`src/rtl/scan_pkg.sv`:
```
package scan_pkg;
  // Status flag group held by the flag unit
  typedef struct packed {
    logic vbl;
    logic hit;
    logic ovf;
  } scan_flags_t;

  localparam int STATUS_W   = 8;
  localparam int HIT_X_W    = 8;
  localparam int HIT_X_LAST = 255;
endpackage

```
`src/rtl/scan_counter.sv`:
```
module scan_counter #(
  parameter int DOTS   = 341,
  parameter int LINES  = 262,
  parameter int DOT_W  = $clog2(DOTS),
  parameter int LINE_W = $clog2(LINES)
) (
  input  logic              clk,
  input  logic              rst_n,
  output logic [DOT_W-1:0]  dot,
  output logic [LINE_W-1:0] line
);
  localparam logic [DOT_W-1:0]  DOT_LAST  = DOT_W'(DOTS - 1);
  localparam logic [LINE_W-1:0] LINE_LAST = LINE_W'(LINES - 1);

  logic end_of_line;
  assign end_of_line = (dot == DOT_LAST);

  always_ff @(posedge clk) begin
    if (!rst_n) begin
      dot <= '0;
    end else if (end_of_line) begin
      dot <= '0;
    end else begin
      dot <= dot + 1'b1;
    end
  end

  always_ff @(posedge clk) begin
    if (!rst_n) begin
      line <= '0;
    end else if (end_of_line) begin
      if (line == LINE_LAST) line <= '0;
      else                   line <= line + 1'b1;
    end
  end
endmodule

```
`src/rtl/scan_decode.sv`:
```
module scan_decode #(
  parameter int DOT_W      = 9,
  parameter int LINE_W     = 9,
  parameter int VIS_LINES  = 240,
  parameter int VBL_LINE   = 241,
  parameter int PRE_LINE   = 261,
  parameter int EVENT_DOT  = 1
) (
  input  logic [DOT_W-1:0]  dot,
  input  logic [LINE_W-1:0] line,
  output logic              visible,
  output logic              vblank_start,
  output logic              prerender
);
  logic at_event_dot;

  always_comb begin
    at_event_dot = (dot == DOT_W'(EVENT_DOT));
    visible      = (line < LINE_W'(VIS_LINES));
    vblank_start = at_event_dot && (line == LINE_W'(VBL_LINE));
    prerender    = at_event_dot && (line == LINE_W'(PRE_LINE));
  end
endmodule

```
`src/rtl/scan_flags.sv`:
```
module scan_flags
  import scan_pkg::*;
(
  input  logic               clk,
  input  logic               rst_n,
  input  logic               visible,
  input  logic               vblank_start,
  input  logic               prerender,
  input  logic               render_en,
  input  logic               hit_req,
  input  logic [HIT_X_W-1:0] hit_x,
  input  logic               ovf_req,
  input  logic               status_rd,
  output scan_flags_t        flags
);
  logic hit_ok;
  logic ovf_ok;

  always_comb begin
    hit_ok = hit_req && visible && render_en && (hit_x != HIT_X_W'(HIT_X_LAST));
    ovf_ok = ovf_req && visible && render_en;
  end

  always_ff @(posedge clk) begin
    if (!rst_n) begin
      flags <= '0;
    end else if (prerender) begin
      flags <= '0;
    end else begin
      if (vblank_start)   flags.vbl <= 1'b1;
      else if (status_rd) flags.vbl <= 1'b0;
      if (hit_ok)         flags.hit <= 1'b1;
      if (ovf_ok)         flags.ovf <= 1'b1;
    end
  end
endmodule

```
`src/rtl/scan_timing_gen.sv`:
```
module scan_timing_gen
  import scan_pkg::*;
#(
  parameter int DOTS       = 341,
  parameter int VIS_LINES  = 240,
  parameter int POST_LINES = 1,
  parameter int VBL_LINES  = 20,
  parameter int PRE_LINES  = 1
) (
  input  logic                                               clk,
  input  logic                                               rst_n,
  input  logic                                               nmi_en,
  input  logic                                               render_en,
  input  logic                                               hit_req,
  input  logic [HIT_X_W-1:0]                                 hit_x,
  input  logic                                               ovf_req,
  input  logic                                               status_rd,
  output logic [$clog2(DOTS)-1:0]                            dot,
  output logic [$clog2(VIS_LINES+POST_LINES+VBL_LINES+PRE_LINES)-1:0] line,
  output logic                                               visible,
  output logic                                               vblank_start,
  output logic                                               prerender,
  output logic [STATUS_W-1:0]                                status,
  output logic                                               nmi
);
  localparam int LINES    = VIS_LINES + POST_LINES + VBL_LINES + PRE_LINES;
  localparam int DOT_W    = $clog2(DOTS);
  localparam int LINE_W   = $clog2(LINES);
  localparam int VBL_LINE = VIS_LINES + POST_LINES;
  localparam int PRE_LINE = LINES - PRE_LINES;

  scan_flags_t flags;

  scan_counter #(
    .DOTS(DOTS), .LINES(LINES), .DOT_W(DOT_W), .LINE_W(LINE_W)
  ) u_counter (
    .clk(clk), .rst_n(rst_n), .dot(dot), .line(line)
  );

  scan_decode #(
    .DOT_W(DOT_W), .LINE_W(LINE_W), .VIS_LINES(VIS_LINES),
    .VBL_LINE(VBL_LINE), .PRE_LINE(PRE_LINE), .EVENT_DOT(1)
  ) u_decode (
    .dot(dot), .line(line), .visible(visible),
    .vblank_start(vblank_start), .prerender(prerender)
  );

  scan_flags u_flags (
    .clk(clk), .rst_n(rst_n), .visible(visible),
    .vblank_start(vblank_start), .prerender(prerender),
    .render_en(render_en), .hit_req(hit_req), .hit_x(hit_x),
    .ovf_req(ovf_req), .status_rd(status_rd), .flags(flags)
  );

  assign status = {flags.vbl, flags.hit, flags.ovf, {(STATUS_W-3){1'b0}}};
  assign nmi    = flags.vbl && nmi_en;
endmodule

```
`config.mk`:
```
export PLATFORM = sky130hd
export DESIGN_NAME = scan_timing_gen
export DESIGN_NICKNAME = d
export VERILOG_FILES = /design/src/rtl/scan_pkg.sv /design/src/rtl/scan_counter.sv /design/src/rtl/scan_decode.sv /design/src/rtl/scan_flags.sv /design/src/rtl/scan_timing_gen.sv
export SDC_FILE = /design/constraint.sdc
export NUM_CORES = 1
export LEC_CHECK = 0
export ABC_CLOCK_PERIOD_IN_PS = 1700
export CORE_MARGIN = 3
export CORE_UTILIZATION = 38
export CTS_CLUSTER_SIZE = 24
export DETAILED_ROUTE_END_ITERATION = 12
export GPL_TIMING_DRIVEN = 0
export PLACE_DENSITY = 0.83
export SLEW_MARGIN = 0
export SYNTH_ARGS = -nofsm -noshare
export SYNTH_HDL_FRONTEND = slang
export SYNTH_HIERARCHICAL = 1
export SYNTH_SLANG_ARGS = --single-unit
export TNS_END_PERCENT = 30
```
`constraint.sdc`:
```
create_clock -name clk -period 1.7 [get_ports clk]
set_input_delay 0.34 -clock clk [delete_from_list [all_inputs] [get_ports clk]]
set_output_delay 0.34 -clock clk [all_outputs]
set_load 0.05 [all_outputs]
```
==> results by group, run 1 <==
Outcome
  – Status: finished with violations
  – Failing checks: negative setup slack

Logic synthesis
  – Synth Flop Type: dfxtp_1
  – Syn_area_per_cell: just under 9 um2
  – Post-synthesis register bit count: 21
  – Top cells by count, synth: dfxtp_1, nor2_1, nand3_1
  – Count leader, synth: dfxtp_1
  – Distinct cells, synth: 33
  – Post-synth top area cell: dfxtp_1
  – Post-Syn Instances: around 130
  – Synth top area share: 0.380
  – EDFF count, synth: 0
  – Sequential fraction of the synthesis area: 0.380
  – Asr flop ratio synth: 0
  – Area contributors post-synth: dfxtp_1, nor2_1, xnor2_1
  – Mapped Area: ~1100 um2
  – Yosys warns: 6

Routing
  – Initial drt markers: 53
  – 1st-pass router iterations: 4
  – Post-DRT Antenna Nets: 0
  – Via count: ~1,100
  – Residual DRC count: 0
  – Total routed wirelength: about 2.7 mm
  – Wire per inst: between 10 and 15 um
  – Via/cell ratio: about 5.3

Floorplan
  – Cell Rows: 18
  – Core footprint: 2610 um2
  – Total die area: between 3000 and 4000 um2
  – Initial Utilization: 0.423
  – # IOs: between 40 and 50
  – Die H: around 60 um
  – Chip width: roughly 60 um

Timing
  – Post-layout min period: between 1.5 and 2 ns
  – Worst Clk Skew: ~0.0014 ns
  – Final hold vios: 0
  – Setup_tns: -0.299 ns
  – Worst hold slack: ~0.47 ns
  – Highest Clock Rate: between 0.5 and 0.6 GHz
  – Fin. max-slew vios: 0
  – Unrepaired setup endpoints after global routing: true
  – Final WS setup: -0.212 ns
  – Tcrit/Tclk final: 1.12
  – Final setup vio count: 2

Clocking
  – Clock slew at reported path FFs: 0.11 ns
  – Inserted Clock Buffers: 3
  – Sink Count: 21
  – CTS H-tree lvls: 1
  – Hold Buf Count CTS: 0
  – Clock Latency Late Sink: 0.30 ns
  – TritonCTS clock tree: yes
  – Root Buffer: clkbuf_4
  – CTS max path bufs: 2

GRT
  – Largest net degree at the start of global routing: 13
  – Initial antenna violation count: 0
  – Total grt overflow: 0
  – Global-route wire length before repair: 4.48 mm
  – Tot GR Track Use: 0.158
  – Vias in the first global route: 1,036

Min path
  – Hold Path Class: reg2reg

Finish
  – Ratio of cells with drive above 1 in the final layout: 0.269
  – Fin util: 0.652
  – Area Growth Syn to Fin: 54.0%
  – Diode count: 0
  – Final #Nets: between 150 and 200

Job
  – Max cap viols: 0

Worst setup path
  – CP Capture Type: output pin
  – CP required: roughly 1.4 ns
  – Arrival @ worst endpoint: ~1.6 ns
  – Element type at the critical path start: flop
  – Crit path kind: reg2out
  – Crit Path Max Fanout: 7

Place
  – Port Buffer Count: 39
  – Final HPWL DP: slightly above 2 mm
  – Final GP Congestion: 0.894
  – Dpl ws: -0.542 ns

Pwr
  – Tot Pwr: roughly 0.9 mW
  – Peak VDD IR: ~0.00043 V
  – LEAKAGE: roughly 0.74 nW
  – Cell Pwr Density: approximately 530 nW/um2
## repair_timing
item | CTS | global route
pin swaps | 5 | 2
resized for setup | 56 | 8
endpoints found under the setup margin | 34 | 6
buffers inserted | 1 | 0
## cell type report
class | count | area, um2
multi-input cells | 98 | 717
repair buffers | 40 | 378
clock buffers | 3 | 22.5
clock inverters | 1 | 5.00
fillers | 218 | 910
well taps | 30 | 37.5
inverters | 5 | 18.8
plain buffers | 7 | 53.8
flip-flops and latches | 21 | 470
## per-stage QoR
stage               instances  area [um2]
finish                    205        1700
global route              205        1700
CTS                       205        1690
detailed placement        200        1600
global placement          200        1600
floorplan                 131        1170
## path summary, 6_finish.rpt
check        slack [ns]         startpoint  cells after the start                 to
max               -0.21  u_counter/line[3]                      4       vblank_start
min                0.47   u_flags/flags[1]                      2   u_flags/flags[1]
max reg2reg        0.02   u_counter/dot[1]                      7  u_counter/line[1]
min reg2reg        0.47   u_flags/flags[1]                      2   u_flags/flags[1]
## critical path, cell delays in order, from the launching register on
cell and delay, ns:
dfxtp_4 0.40, nor4b_4 0.29, nand3_2 0.17, nor4_4 0.21, buf_6 0.21
## cells by family after synthesis
logic type | count (synthesis) | share of synthesized area
buffers and inverters | 12 | 0.0656
adder cells (fa/ha/maj) | 4 | 0.0453
AND/OR/NAND/NOR | 69 | 0.362
XOR/XNOR | 14 | 0.111
AO/OA/AOI/OAI | 6 | 0.0328
other | 1 | 0.00339
flip-flops | 21 | 0.380
## power breakdown
part	switching, mW	internal [mW]
Combinational	0.0902	0.0660
Sequential	0.0166	0.487
Clock	0.146	0.0876
Total	0.253	0.641
## state kept, by name, indices dropped and copies added (netlist names)
signal          flops
u_counter/line      9
u_flags/flags       3
u_counter/dot       9
## cells in the final DEF, fill, tap and decap left out, types with 3 or more instances in the layout
| cell | n |
|---|---|
| dfxtp_4 | 11 |
| ha_1 | 3 |
| dfxtp_1 | 3 |
| inv_1 | 3 |
| buf_4 | 7 |
| conb_1 | 5 |
| clkdlybuf4s50_1 | 14 |
| nor2_1 | 19 |
| nand4_1 | 8 |
| dlygate4sd2_1 | 20 |
| xor2_1 | 6 |
| nand3_1 | 9 |
| nor3_1 | 3 |
| xnor2_1 | 8 |
| dfxtp_2 | 7 |
| clkbuf_4 | 3 |
| nor4_1 | 5 |
| nand2_1 | 6 |
## layer usage
| metal | wire [um] | GRT usage | up-vias |
|---|---|---|---|
| met3 | 260 | 0.0540 | 4 |
| met2 | 1280 | 0.264 | 59 |
| met4 | 9 | 0.0222 | 0 |
| met1 | 1170 | 0.200 | 501 |
| li1 | - | - | 530 |
| met5 | 0 | 0 | - |
(Power assumes the default switching activity.)
==> run 2, diff against run 1 <==
--- a/config.mk
+++ b/config.mk
@@ -12,6 +12,7 @@
 export DETAILED_ROUTE_END_ITERATION = 12
 export GPL_TIMING_DRIVEN = 0
 export PLACE_DENSITY = 0.83
+export SKIP_CTS_REPAIR_TIMING = 1
 export SLEW_MARGIN = 0
 export SYNTH_ARGS = -nofsm -noshare
 export SYNTH_HDL_FRONTEND = slang
==> results by group, run 2 (same netlist as run 1, synthesis figures left out) <==
Clocking
  – TritonCTS clock tree: yes (unchanged)
  – Clock Latency Late Sink: 0.30 ns (about the same)
  – Inserted Clock Buffers: 3 (unchanged)
  – CTS max path bufs: 2 (unchanged)
  – Root Buffer: clkbuf_4 (unchanged)
  – Clock slew at reported path FFs: 0.11 ns (about the same)
  – CTS H-tree lvls: 1 (unchanged)
  – Sink Count: 21 (unchanged)

Worst setup path
  – Crit Path Max Fanout: 6 (was 7)
  – CP Capture Type: output pin (unchanged)
  – CP max stage delay: 0.40 ns (about the same)
  – CP required: 1.36 ns (about the same)
  – Arrival @ worst endpoint: 1.58 ns (was 1.57 ns)
  – CP bufs+invs: 1 (unchanged)
  – CP top delay family: simple AND/OR/NAND/NOR gates (unchanged)
  – Worst path slowest cell: dfxtp_4 (unchanged)
  – Element type at the critical path start: flop (unchanged)
  – CP cell instances: nor4b_4 -> nand3_2 -> nor4_4 -> buf_6 (unchanged)
  – Crit path kind: reg2out (unchanged)

Outcome
  – Status: finished with violations (unchanged)
  – Failing checks: negative setup slack (unchanged)

GRT
  – Vias in the first global route: 1,017 (was 1,036)
  – Total grt overflow: 0 (unchanged)
  – Global-route wire length before repair: 4.39 mm (was 4.48 mm)
  – Tot GR Track Use: 0.155 (was 0.158)
  – Initial antenna violation count: 0 (unchanged)
  – GR Util met3: 0.0540 (unchanged)
  – Busiest layer in global routing: met2 (unchanged)
  – Met2 Use GR: 0.245 (was 0.264)
  – Largest net degree at the start of global routing: 13 (unchanged)
  – Grt met1 use: 0.208 (was 0.200)

Pwr
  – Tot Pwr: 0.893 mW (was 0.894 mW)
  – Cell Pwr Density: 497 nW/um2 (was 525 nW/um2)
  – LEAKAGE: 1.04 nW (was 0.739 nW)
  – Peak VDD IR: 0.000429 V (was 0.000433 V)

Floorplan
  – # IOs: 45 (unchanged)
  – Initial Utilization: 0.423 (unchanged)
  – Core footprint: 2610 um2 (unchanged)
  – Total die area: 3590 um2 (unchanged)
  – Die H: 60.0 um (unchanged)
  – Chip width: 60.0 um (unchanged)
  – Cell Rows: 18 (unchanged)

Place
  – Final GP Congestion: 0.894 (unchanged)
  – Final HPWL DP: 2.02 mm (unchanged)
  – Port Buffer Count: 39 (unchanged)
  – Dpl ws: -0.542 ns (unchanged)

Finish
  – Most common cell after layout, fill and taps aside: dlymetal6s2s_1 (was dlygate4sd2_1)
  – Ratio of cells with drive above 1 in the final layout: 0.274 (was 0.269)
  – Fill count: 195 (was 218)
  – Fin util: 0.688 (was 0.652)
  – Area Growth Syn to Fin: 62.4% (was 54.0%)
  – Most frequent cells in the layout: dlymetal6s2s_1, nor2_1, clkdlybuf4s50_1 (was dlygate4sd2_1, nor2_1, clkdlybuf4s50_1)
  – Diode count: 0 (unchanged)
  – Final #Nets: 199 (was 195)
  – Regs by FF count: u_counter/dot: 9 flops, u_counter/line: 9 flops, u_flags/flags: 3 flops (unchanged)

Timing
  – Post-layout min period: 1.92 ns (was 1.91 ns)
  – Final hold vios: 0 (unchanged)
  – Setup_tns: -0.552 ns (was -0.299 ns)
  – Final WS setup: -0.220 ns (was -0.212 ns)
  – Worst Clk Skew: 0.00195 ns (was 0.00139 ns)
  – Highest Clock Rate: 0.521 GHz (was 0.523 GHz)
  – Fin. max-slew vios: 0 (unchanged)
  – Worst-Margin Slew: approximately 0.52 ns
  – Tcrit/Tclk final: 1.13 (was 1.12)
  – Slew margin rel.: 0.655
  – Unrepaired setup endpoints after global routing: true (unchanged)
  – Final setup vio count: 3 (was 2)
  – Worst hold slack: 0.477 ns (was 0.472 ns)

Routing
  – Post-DRT Antenna Nets: 0 (unchanged)
  – Residual DRC count: 0 (unchanged)
  – Total routed wirelength: 3.05 mm (was 2.72 mm)
  – Wire per inst: 14.6 um (was 13.3 um)
  – Via count: 1,107 (was 1,094)
  – 1st-pass router iterations: 4 (unchanged)
  – Via/cell ratio: 5.30 (was 5.34)
  – Initial drt markers: 62 (was 53)

Job
  – Max cap viols: 0 (unchanged)

Min path
  – Hold Path Class: reg2reg (unchanged)
## run 2: worst paths after layout
kind / slack, ns / endpoint / depth (start not counted) / startpoint
worst max register to register: 0.04 / u_counter/line[0] / 7 / u_counter/dot[0]
worst min register to register: 0.48 / u_counter/dot[0] / 1 / u_counter/dot[0]
worst min-delay path: 0.48 / u_counter/dot[0] / 1 / u_counter/dot[0]
worst max-delay path: -0.22 / vblank_start / 4 / u_counter/line[3]
## run 2: power by group
group | internal (mW) | switching [mW]
Clock | 0.0876 | 0.146
Sequential | 0.487 | 0.0152
Combinational | 0.0675 | 0.0892
Total | 0.642 | 0.251
## run 2: worst reg2reg max path, delay by kind of cell (launching register included)
family | cells | cell delay, ns
adder cells (fa/ha/maj) | 1 | 0.19
AO/OA/AOI/OAI | 1 | 0.12
flip-flops | 1 | 0.39
AND/OR/NAND/NOR | 3 | 0.69
buffers and inverters | 2 | 0.20
## run 2: final cells by class
class / instances / area, um2 / share of cell area
multi-input cells: 98 / 704 / 0.392
flip-flops and latches: 21 / 470 / 0.262
repair buffers: 44 / 484 / 0.269
clock buffers: 3 / 22.5 / 0.0125
clock inverters: 1 / 5.00 / 0.00279
plain buffers: 7 / 53.8 / 0.0299
inverters: 5 / 18.8 / 0.0104
well taps: 30 / 37.5 / 0.0209
## run 2: metal layers
| metal | share of wire | up-vias |
|---|---|---|
| met4 | 0.0039 | 0 |
| met1 | 0.42 | 503 |
| met2 | 0.49 | 62 |
| met3 | 0.093 | 5 |
| met5 | 0 | - |
| li1 | - | 537 |
## run 2: metrics by stage
step,area (um2),instances
2_1_floorplan,1170,131
3_3_place_gp,1600,200
3_5_place_dp,1600,200
4_1_cts,1630,204
5_1_grt,1800,209
6_report,1800,209
